**src/rtl/digipot_pkg.sv**
```systemverilog
// Shared constants and types for the digital potentiometer serial controller.
// Assumes a byte-oriented SPI protocol: identification, instruction, data.
package digipot_pkg;

    localparam logic [3:0] DEV_TYPE = 4'b0101;

    typedef enum logic [3:0] {
        OP_STATUS = 4'b0101,
        OP_RD_WCR = 4'b1001,
        OP_WR_WCR = 4'b1010,
        OP_RD_DR  = 4'b1011,
        OP_WR_DR  = 4'b1100,
        OP_DR2WCR = 4'b1101,
        OP_WCR2DR = 4'b1110
    } op_e;

    typedef enum logic [1:0] {
        PH_ID,
        PH_INSN,
        PH_DATA,
        PH_SKIP
    } phase_e;

endpackage

```
**src/rtl/digipot_spi_front.sv**
```systemverilog
// SPI mode-0 front end: synchronises the pins into clk, finds SCK edges,
// assembles received bytes MSB first and shifts a loaded byte out on MISO.
// Assumes clk runs well above SCK so every SCK level lasts several clocks.
module digipot_spi_front (
    input  logic       clk,
    input  logic       rst_n,
    input  logic       spi_sck,
    input  logic       spi_cs_n,
    input  logic       spi_mosi,
    input  logic       hold_n,
    input  logic       tx_load,
    input  logic [7:0] tx_byte,
    output logic       cs_act,
    output logic       cs_rise,
    output logic       byte_stb,
    output logic [7:0] rx_byte,
    output logic       so_bit,
    output logic       so_oe
);

    logic [2:0] sck_s;
    logic [2:0] cs_s;
    logic [1:0] si_s;
    logic [1:0] hold_s;
    logic [6:0] rx_sh;
    logic [2:0] bit_cnt;
    logic [7:0] tx_sh;
    logic       hold_act;
    logic       sck_rise;
    logic       sck_fall;

    // Bring the asynchronous pins into the clk domain.
    always_ff @(posedge clk) begin
        if (!rst_n) begin
            sck_s  <= '0;
            cs_s   <= '1;
            si_s   <= '0;
            hold_s <= '1;
        end else begin
            sck_s  <= {sck_s[1:0], spi_sck};
            cs_s   <= {cs_s[1:0], spi_cs_n};
            si_s   <= {si_s[0], spi_mosi};
            hold_s <= {hold_s[0], hold_n};
        end
    end

    assign cs_act   = ~cs_s[1];
    assign cs_rise  = cs_s[1] & ~cs_s[2];
    assign hold_act = ~hold_s[1];
    assign sck_rise = sck_s[1] & ~sck_s[2] & cs_act & ~hold_act;
    assign sck_fall = ~sck_s[1] & sck_s[2] & cs_act & ~hold_act;

    // Receive shifter: one byte strobe for every eight rising edges.
    always_ff @(posedge clk) begin
        if (!rst_n) begin
            rx_sh    <= '0;
            bit_cnt  <= '0;
            byte_stb <= 1'b0;
            rx_byte  <= '0;
        end else begin
            byte_stb <= 1'b0;
            if (!cs_act) begin
                rx_sh   <= '0;
                bit_cnt <= '0;
            end else if (sck_rise) begin
                rx_sh   <= {rx_sh[5:0], si_s[1]};
                bit_cnt <= bit_cnt + 3'd1;
                if (bit_cnt == 3'd7) begin
                    byte_stb <= 1'b1;
                    rx_byte  <= {rx_sh, si_s[1]};
                end
            end
        end
    end

    // Transmit shifter: a new MISO bit after each falling edge.
    always_ff @(posedge clk) begin
        if (!rst_n) begin
            tx_sh  <= '0;
            so_bit <= 1'b0;
        end else if (!cs_act) begin
            tx_sh  <= '0;
            so_bit <= 1'b0;
        end else if (tx_load) begin
            tx_sh <= tx_byte;
        end else if (sck_fall) begin
            so_bit <= tx_sh[7];
            tx_sh  <= {tx_sh[6:0], 1'b0};
        end
    end

    // MISO pad enable: selected and not paused.
    always_ff @(posedge clk) begin
        if (!rst_n) so_oe <= 1'b0;
        else        so_oe <= cs_act & ~hold_act;
    end

endmodule

```
**src/rtl/digipot_nv_timer.sv**
```systemverilog
// Models the nonvolatile programming time: once started, stays busy for
// exactly NV_CYCLES clocks and pulses done in the last busy cycle.
// Assumes start is ignored while busy.
module digipot_nv_timer #(
    parameter int NV_CYCLES = 2000
) (
    input  logic clk,
    input  logic rst_n,
    input  logic start,
    output logic busy,
    output logic done
);

    localparam int CNT_W = $clog2(NV_CYCLES + 1);

    logic [CNT_W-1:0] remain_q;

    // Count down the programming window.
    always_ff @(posedge clk) begin
        if (!rst_n) begin
            busy     <= 1'b0;
            remain_q <= '0;
        end else if (start && !busy) begin
            busy     <= 1'b1;
            remain_q <= CNT_W'(NV_CYCLES - 1);
        end else if (busy) begin
            if (remain_q == '0) busy <= 1'b0;
            else                remain_q <= remain_q - 1'b1;
        end
    end

    assign done = busy && (remain_q == '0);

endmodule

```
**src/rtl/digipot_cmd.sv**
```systemverilog
// Protocol engine: checks the identification byte, decodes the instruction,
// holds the wiper registers and the retained data-register bank, and arms a
// deferred data-register commit that starts when chip select rises.
// Assumes N_CH <= 4, N_DR <= 4 and WCR_W < 8.
module digipot_cmd
    import digipot_pkg::*;
#(
    parameter int N_CH  = 2,
    parameter int WCR_W = 6,
    parameter int N_DR  = 4
) (
    input  logic               clk,
    input  logic               rst_n,
    input  logic               cs_act,
    input  logic               cs_rise,
    input  logic               byte_stb,
    input  logic [7:0]         rx_byte,
    input  logic [1:0]         addr_strap,
    input  logic               wp_n,
    input  logic               nv_busy,
    input  logic               nv_done,
    output logic               tx_load,
    output logic [7:0]         tx_byte,
    output logic               nv_start,
    output logic [N_CH*WCR_W-1:0] wcr_flat
);

    localparam int CHI_W = (N_CH > 1) ? $clog2(N_CH) : 1;
    localparam int DRI_W = (N_DR > 1) ? $clog2(N_DR) : 1;
    localparam int PAD_W = 8 - WCR_W;

    phase_e           phase_q;
    op_e              op_q;
    logic [CHI_W-1:0] ch_q;
    logic [WCR_W-1:0] wcr_q [N_CH];
    logic [WCR_W-1:0] dr_q  [N_CH][N_DR] = '{default: '0};
    logic             pend_armed_q;
    logic [CHI_W-1:0] pend_ch_q;
    logic [DRI_W-1:0] pend_reg_q;
    logic [WCR_W-1:0] pend_val_q;
    logic [DRI_W-1:0] reg_q;

    logic             id_ok;
    op_e              ins_op;
    logic [CHI_W-1:0] ch_i;
    logic [DRI_W-1:0] reg_i;
    logic             ch_ok;
    logic             reg_ok;

    // Field extraction from the received byte.
    assign id_ok  = (rx_byte[7:4] == DEV_TYPE) && (rx_byte[1:0] == addr_strap);
    assign ins_op = op_e'(rx_byte[7:4]);
    assign ch_i   = rx_byte[CHI_W-1:0];
    assign reg_i  = rx_byte[DRI_W+1:2];
    assign ch_ok  = int'(rx_byte[1:0]) < N_CH;
    assign reg_ok = int'(rx_byte[3:2]) < N_DR;

    assign nv_start = cs_rise & pend_armed_q & ~nv_busy;

    // Transaction sequencing, wiper updates and commit arming.
    always_ff @(posedge clk) begin
        if (!rst_n) begin
            for (int c = 0; c < N_CH; c++) wcr_q[c] <= dr_q[c][0];
            phase_q      <= PH_ID;
            op_q         <= OP_STATUS;
            ch_q         <= '0;
            reg_q        <= '0;
            tx_load      <= 1'b0;
            tx_byte      <= '0;
            pend_armed_q <= 1'b0;
            pend_ch_q    <= '0;
            pend_reg_q   <= '0;
            pend_val_q   <= '0;
        end else begin
            tx_load <= 1'b0;
            if (nv_start) pend_armed_q <= 1'b0;
            if (!cs_act) begin
                phase_q <= PH_ID;
            end else if (byte_stb) begin
                unique case (phase_q)
                    PH_ID: phase_q <= id_ok ? PH_INSN : PH_SKIP;
                    PH_INSN: begin
                        phase_q <= PH_SKIP;
                        op_q    <= ins_op;
                        ch_q    <= ch_i;
                        reg_q   <= reg_i;
                        if (ch_ok) begin
                            case (ins_op)
                                OP_STATUS: begin
                                    tx_load <= 1'b1;
                                    tx_byte <= {7'd0, nv_busy};
                                    phase_q <= PH_DATA;
                                end
                                OP_RD_WCR: begin
                                    tx_load <= 1'b1;
                                    tx_byte <= {{PAD_W{1'b0}}, wcr_q[ch_i]};
                                    phase_q <= PH_DATA;
                                end
                                OP_RD_DR: if (reg_ok) begin
                                    tx_load <= 1'b1;
                                    tx_byte <= {{PAD_W{1'b0}}, dr_q[ch_i][reg_i]};
                                    phase_q <= PH_DATA;
                                end
                                OP_WR_WCR: if (!nv_busy) phase_q <= PH_DATA;
                                OP_WR_DR: if (!nv_busy && wp_n && reg_ok) phase_q <= PH_DATA;
                                OP_DR2WCR: if (!nv_busy && reg_ok) wcr_q[ch_i] <= dr_q[ch_i][reg_i];
                                OP_WCR2DR: if (!nv_busy && wp_n && reg_ok) begin
                                    pend_armed_q <= 1'b1;
                                    pend_ch_q    <= ch_i;
                                    pend_reg_q   <= reg_i;
                                    pend_val_q   <= wcr_q[ch_i];
                                end
                                default: ;
                            endcase
                        end
                    end
                    PH_DATA: begin
                        phase_q <= PH_SKIP;
                        if (op_q == OP_WR_WCR) begin
                            wcr_q[ch_q] <= rx_byte[WCR_W-1:0];
                        end else if (op_q == OP_WR_DR) begin
                            pend_armed_q <= 1'b1;
                            pend_ch_q    <= ch_q;
                            pend_reg_q   <= reg_q;
                            pend_val_q   <= rx_byte[WCR_W-1:0];
                        end
                    end
                    default: ;
                endcase
            end
        end
    end

    // Retained bank: written only when a save completes, never by reset.
    always_ff @(posedge clk) begin
        if (nv_done) dr_q[pend_ch_q][pend_reg_q] <= pend_val_q;
    end

    // Present the wiper registers as one flat vector.
    for (genvar c = 0; c < N_CH; c++) begin : g_flat
        assign wcr_flat[c*WCR_W +: WCR_W] = wcr_q[c];
    end

endmodule

```
**src/rtl/digipot_wiper_dec.sv**
```systemverilog
// Binary-to-one-hot decode of each channel's wiper into its switch lines.
// Assumes the wiper value always lies in 0 .. 2**WCR_W-1.
module digipot_wiper_dec #(
    parameter int N_CH  = 2,
    parameter int WCR_W = 6
) (
    input  logic [N_CH*WCR_W-1:0]       wcr_flat,
    output logic [N_CH*(2**WCR_W)-1:0]  sel
);

    localparam int TAPS = 2 ** WCR_W;

    // One decoder per channel.
    for (genvar c = 0; c < N_CH; c++) begin : g_dec
        assign sel[c*TAPS +: TAPS] = {{(TAPS-1){1'b0}}, 1'b1} << wcr_flat[c*WCR_W +: WCR_W];
    end

endmodule

```
**src/rtl/digipot_spi_ctrl.sv**
```systemverilog
// Top level of the dual-channel digital potentiometer serial controller.
// Connects the SPI front end, protocol engine, save timer and decoders.
// Assumes clk is at least 16x the SCK rate; MISO pad uses spi_miso_oe.
module digipot_spi_ctrl #(
    parameter int N_CH      = 2,
    parameter int WCR_W     = 6,
    parameter int N_DR      = 4,
    parameter int NV_CYCLES = 2000
) (
    input  logic                       clk,
    input  logic                       rst_n,
    input  logic                       spi_sck,
    input  logic                       spi_cs_n,
    input  logic                       spi_mosi,
    output logic                       spi_miso,
    output logic                       spi_miso_oe,
    input  logic                       hold_n,
    input  logic                       wp_n,
    input  logic [1:0]                 addr_strap,
    output logic [N_CH*(2**WCR_W)-1:0] wiper_sel,
    output logic                       nv_busy
);

    logic                  cs_act;
    logic                  cs_rise;
    logic                  byte_stb;
    logic [7:0]            rx_byte;
    logic                  tx_load;
    logic [7:0]            tx_byte;
    logic                  nv_start;
    logic                  nv_done;
    logic [N_CH*WCR_W-1:0] wcr_flat;

    digipot_spi_front front_i (
        .clk      (clk),
        .rst_n    (rst_n),
        .spi_sck  (spi_sck),
        .spi_cs_n (spi_cs_n),
        .spi_mosi (spi_mosi),
        .hold_n   (hold_n),
        .tx_load  (tx_load),
        .tx_byte  (tx_byte),
        .cs_act   (cs_act),
        .cs_rise  (cs_rise),
        .byte_stb (byte_stb),
        .rx_byte  (rx_byte),
        .so_bit   (spi_miso),
        .so_oe    (spi_miso_oe)
    );

    digipot_cmd #(.N_CH(N_CH), .WCR_W(WCR_W), .N_DR(N_DR)) cmd_i (
        .clk        (clk),
        .rst_n      (rst_n),
        .cs_act     (cs_act),
        .cs_rise    (cs_rise),
        .byte_stb   (byte_stb),
        .rx_byte    (rx_byte),
        .addr_strap (addr_strap),
        .wp_n       (wp_n),
        .nv_busy    (nv_busy),
        .nv_done    (nv_done),
        .tx_load    (tx_load),
        .tx_byte    (tx_byte),
        .nv_start   (nv_start),
        .wcr_flat   (wcr_flat)
    );

    digipot_nv_timer #(.NV_CYCLES(NV_CYCLES)) nv_i (
        .clk   (clk),
        .rst_n (rst_n),
        .start (nv_start),
        .busy  (nv_busy),
        .done  (nv_done)
    );

    digipot_wiper_dec #(.N_CH(N_CH), .WCR_W(WCR_W)) dec_i (
        .wcr_flat (wcr_flat),
        .sel      (wiper_sel)
    );

endmodule

```
**config.mk**
```make
export PLATFORM = sky130hd
export DESIGN_NAME = digipot_spi_ctrl
export DESIGN_NICKNAME = d
export VERILOG_FILES = /design/src/rtl/digipot_pkg.sv /design/src/rtl/digipot_spi_front.sv /design/src/rtl/digipot_nv_timer.sv /design/src/rtl/digipot_cmd.sv /design/src/rtl/digipot_wiper_dec.sv /design/src/rtl/digipot_spi_ctrl.sv
export SDC_FILE = /design/constraint.sdc
export NUM_CORES = 1
export LEC_CHECK = 0
export ABC_AREA = 1
export BUFFER_PORTS_ARGS = -buffer_cell sky130_fd_sc_hd__buf_4
export CAP_MARGIN = 20
export CORE_MARGIN = 3
export CORE_UTILIZATION = 56
export CTS_CLUSTER_DIAMETER = 80
export CTS_CLUSTER_SIZE = 10
export DETAILED_ROUTE_END_ITERATION = 10
export PLACE_DENSITY = 0.8
export SLEW_MARGIN = 15
export SYNTH_ARGS = -nofsm -noshare
export SYNTH_HDL_FRONTEND = slang
export SYNTH_HIERARCHICAL = 1
export SYNTH_SLANG_ARGS = --single-unit
```
**constraint.sdc**
```tcl
create_clock -name clk -period 3.2 [get_ports clk]
set_input_delay 0.64 -clock clk [delete_from_list [all_inputs] [get_ports clk]]
set_output_delay 0.64 -clock clk [all_outputs]
set_load 0.01 [all_outputs]
```
* Yosys cells after proc, flatten, opt, wreduce, memory -nomap -nowiden *
Memory sizes are Yosys's and may differ from the RTL's. A register that Yosys moved wholly into a read port is not among the register bits.
Cells that the tools add are included.

cells by class
  $lt $le $gt $ge = 4
  shifts and indexed selects = 2
  equality and inequality tests = 19
  $add $sub $neg = 2
  bitwise logic cells = 24
  multiplexer cells = 76
  reduce and logical (&&, ||, !) cells = 28

operator list
  operator                                                                 count
  1-bit by 6-bit left shift with 64-bit output, first input constant       2
  6-bit 2-to-1 mux                                                         10
  1-bit 2-to-1 mux                                                         44
  11-bit 2-to-1 mux                                                        3
  4-bit == test, second input constant                                     8
  24-bit 2-to-1 mux                                                        1
  8-bit case mux with 3 select lines                                       1
  8-bit 2-to-1 mux                                                         2
  2-bit 2-to-1 mux                                                         7
  6-bit binary-select mux with 2-bit select                                1
  6-bit demux with 2-bit select                                            1
  1-bit inverter                                                           12
  2-bit case mux with 3 select lines                                       2
  6-bit case mux with 2 select lines                                       1
  6-bit OR reduction                                                       2
  11-bit zero test                                                         1
  11-bit by 1-bit subtractor with 11-bit output, second input constant     1
  1-bit AND                                                                10
  2-bit by 1-bit inequality test with 1-bit output, second input constant  5
  2-bit AND reduction                                                      4
  8-bit AND reduction                                                      1
  3-bit >= comparator, second input constant                               2
  2-bit inverter with 3-bit output                                         2
  3-bit AND reduction                                                      2
  other kinds (20)                                                         30

word-level totals
  memories = 2
  RAM bits = 60
  bits of input ports = 9
  bits in registers = 79
  logic and storage cells = 181
  output and inout bits = 131

memories
  memory       words  width  rd ports  clocked after Yosys merged registers in  wr ports  line               text
  cmd_i.dr_q   2      24     3         1                                        1         digipot_cmd.sv:36  logic [WCR_W-1:0] dr_q [N_CH][N_DR] = '{default: '0};
  cmd_i.wcr_q  2      6      3         1                                        2         digipot_cmd.sv:35  logic [WCR_W-1:0] wcr_q [N_CH];

* Longest topological paths before layout *
  word-level depth = 11
  gate-level depth with buffers = 13

* Modules after synthesis *
Netlist, hierarchy kept.

by module, submodules not included
  module             cells each  area each (µm²)  instances  sequential area each (µm²)
  digipot_cmd        514         4,226.6          1          2,322.2
  digipot_spi_front  209         1,545.2          1          780.7
  digipot_wiper_dec  240         1,098.6          1          0.0
  digipot_nv_timer   116         775.7            1          240.2

* Worst setup path before layout *
No wires, ideal clock.

  kind = register to register
  start point = register nv_i.remain_q[0]
  end point = memory cmd_i/dr_q[0][10] (netlist name) (enable)
  path buffers = 0
  stages on the path, launching flop included = 9
  period minus slack after synthesis = 2,366 ps
  setup slack = 834 ps
  data required time = 2,814 ps
  arrival = 1,980 ps
  cells stage by stage = dfxtp_1 -> inv_1 -> ha_1 -> inv_1 -> nor3_1 -> nand3_1 -> nor3_1 -> inv_1 -> nor4_1

on the way
  cells in the longest elaborated chain, start to end = 4

RTL lines
  item                                     line                    text
  from (decl)                              digipot_nv_timer.sv:16  logic [CNT_W-1:0] remain_q;
  from (signal assigned)                   digipot_nv_timer.sv:25  remain_q <= CNT_W'(NV_CYCLES - 1);
  from (signal assigned)                   digipot_nv_timer.sv:28  else remain_q <= remain_q - 1'b1;
  11-bit zero test                         digipot_nv_timer.sv:32  assign done = busy && (remain_q == '0);
  1-bit logical AND                        digipot_nv_timer.sv:32
  via nv_done                              digipot_spi_ctrl.sv:31  logic nv_done;
  1-bit 2-to-1 mux                         digipot_cmd.sv:136      if (nv_done) dr_q[pend_ch_q][pend_reg_q] <= pend_val_q;
  24-bit 2-to-1 mux (implied by the code)  digipot_cmd.sv:136
  to (decl)                                digipot_cmd.sv:36

The timed path passes the listed nets, and every way through them passes these cells.

==> impl_results.md <==
* DR pass1 iterations at 8
* Critical path class: reg2out
* Worst setup margin at 0.509 ns
* Top-count cell post-synth: nor2_1
* CP Cell Sequence: inv_1 > nor2_1 > nand3_1 > nor2_1 > buf_4
* Static Leak at 0.00439 uW
* Final Hold Fails at 0
* Yosys Warn Count at 6
* # IOs at 140
* Buffers on Ports at 139
* Clock Tree Buf Depth at 2
* Crit path max fanout at 13
* Std-Cell Rows at 42
* Final std cells w/o fill at 1378
* Combinational share of power at 2.6%
* Required @ worst endpoint at 2.56 ns
* CP Capture Type: output pin
* Setup bufs post-CTS at 0
* Filler cells at 1128
* Mapped cell area at 0.00765 mm2
* Vias/cell at 5.39
* Slowest CP cell: edfxtp_1
* Worst Tran Pin Value at 0.908 ns
* Max Cap Viol at 0
* Post-layout minimum cycle time at 2.69 ns
* Worst R2R Path Depth at 8
* Sw frac at 21.7%
* RSZ-0062 raised after global routing: false
* Die height at 123 um
* P_sw at 792 uW
* Top cells by count, synth: nor2_1 (235), nand2_1 (223), inv_1 (109), nand3_1 (87), dfxtp_1 (77)
* Die width at 123 um
* Period utilization at 84.1%
* Later-pin clock latency in the skew report at 0.41 ns
* Final setup TNS at 0 ns
* Worst min path class: in2reg
* CTS Sinks at 137
* Wire length per cell at 14.4 um
* Outcome: finished, final reports clean
* Pre-CTS setup slack at 0.724 ns
* Fin. max-slew vios at 0
* Post-synth top flop: dfxtp_1
* Most frequent cell on the critical path: nor2_1
* Yosys reg bits at 137
* Total CTS buffers at 17
* Grt ovf at 0
* CTS HTree Levels at 4
* Placed inst area at 0.00867 mm2
* Synth top area share at 23.6%
* CTS tree: yes
* Synth area leaders: edfxtp_1 (24%), dfxtp_1 (20%), nor2_1 (12%), nand2_1 (11%), nand3_1 (5.7%)
* PD cells at 397 mW/mm2
* Internal cell power at 2860 uW
* Final Cell Area at 0.00919 mm2
* Initial antenna violation count at 0
* Gpl congestion at 0.915
* DIE AREA at 0.0151 mm2
* Largest net degree at the start of global routing at 43
* Final nets at 1204
* Max Clk Rate at 372 MHz
* Ys async rst share at 0%
* Cell variety after synth at 38
* Overall via count from detail_route at 7434
* Hold Path Cell Cnt at 3
* Slew headroom at 39.4%
* # hold bufs at CTS at 0
* Post-synthesis cell count at 1079
* Placed cells at 1346
* CTS root buf: clkbuf_16
* Post-synth EDFFs at 60
* Setup violations, final at 0
* Yosys top cell by area: edfxtp_1
* Max incr delay on CP at 0.62 ns
* Layout Skew at 0.00816 ns
* Detailed Place HPWL at 14.4 mm
* Worst VDD drop at 350 uV
* Flop pwr share at 50.3%
* Clock power share at 47.1%
* Initial Utilization at 57.5%
* Ratio of cells with drive above 1 in the final layout at 19.3%
* Layout Area Growth over Synthesis at 20.2%
* Crit start category: register
* Util after Layout at 69.1%
* Tot GR Track Use at 26.3%
* Sequential element share of the synthesized area at 43.7%
* Core area at 0.0133 mm2
* DRC at 0
* WP data arrival at 2.05 ns
* Clk slew on worst S/H paths at 0.06 ns
* PostCTS Resize Cnt at 0
* Ant diodes at 0
* Mean Syn Cell Area at 7.09 um2
* First-pass GRT wire length at 31.7 mm
* Final antenna-violating net count at 0
* Drt first-iter violations at 724
* Vias in the first global route at 6613
* DRT Wirelength at 19.9 mm
-- layer usage --
metal  wire [um]  GRT usage (%)
met5           0              0
met4         703           12.5
met2        9420           43.9
met1        7970           32.9
met3        1770           5.02
-- registers in the layout, indices dropped and copies added, names as in the netlist, 2 cells and up --
name / cells
front_i/hold_s: 2
cmd_i/wcr_q: 12
front_i/sck_s: 3
cmd_i/dr_q: 48
cmd_i/tx_byte: 6
cmd_i/reg_q: 2
cmd_i/pend_reg_q: 2
front_i/bit_cnt: 3
nv_i/remain_q: 11
cmd_i/phase_q: 2
front_i/tx_sh: 8
cmd_i/op_q: 4
cmd_i/pend_val_q: 6
front_i/si_s: 2
front_i/rx_byte: 8
front_i/cs_s: 3
front_i/rx_sh: 7
-- path summary, 6_finish.rpt --
path	start	to	slack, ns
hold reg to reg	front_i/cs_s[0]	front_i/cs_s[1]	0.41
setup reg to reg	nv_i/remain_q[0]	cmd_i/dr_q[1][14]	0.67
setup / recovery	cmd_i/wcr_q[1][2]	wiper_sel[95]	0.51
hold / removal	spi_sck	front_i/sck_s[0]	0.41
-- layout by cell type (no fill, tap or decap), types with 7 or more instances in the layout --
master     count
buf_4        147
nor2_1       235
o21ai_0       42
or2_2          8
o21ai_1        7
inv_2         16
nand3b_1       9
nand4_1       50
nand3_1       87
clkbuf_16     17
nand2_4        7
dfxtp_1       77
inv_1        109
nand2_1      223
nor3_1        20
a21oi_1       29
edfxtp_1      60
-- stage by stage --
step                hold WS [ns]  total power [uW]
finish                     0.408              3650
global route               0.416              3770
CTS                        0.400              3670
detailed placement         0.398              1970
global placement           0.394              1960
floorplan                  0.390              1940
-- power groups by stage --
stage	Combinational, uW	Clock, uW	Sequential (uW)
after floorplan	71.6	0	1860
final	96.0	1720	1830
after global routing	107	1830	1830
after detailed placement	95.1	0	1870
after CTS	95.5	1740	1830
after global placement	94.5	0	1870
-- layout make-up --
| class | count | area (um2) | area share [%] |
|---|---|---|---|
| Clock buffer | 20 | 447 | 4.86 |
| Inverter | 129 | 497 | 5.40 |
| Multi-Input combinational cell | 757 | 3500 | 38.1 |
| Timing Repair Buffer | 147 | 1100 | 12.0 |
| Sequential cell | 137 | 3340 | 36.4 |
| Clock inverter | 12 | 76.3 | 0.830 |
| Tap cell | 176 | 220 | 2.40 |
-- kinds of logic (layout without fill, tap and decap cells) --
family | Yosys count | in the layout | synth area share, %
flops | 137 | 137 | 43.7
xor+xnor | 2 | 2 | 0.229
buf+inv | 186 | 308 | 10.5
compound gates | 86 | 86 | 5.86
fa+ha+maj | 6 | 6 | 0.982
simple gates | 661 | 661 | 38.7
other cells | 1 | 2 | 0.0490
-- critical path, delay by kind of cell (launching register included) --
family	cells	cell delay, ns
buffers and inverters	2	0.44
AND/OR/NAND/NOR	3	0.58
flip-flops	1	0.62
(Power assumes the default switching activity.)
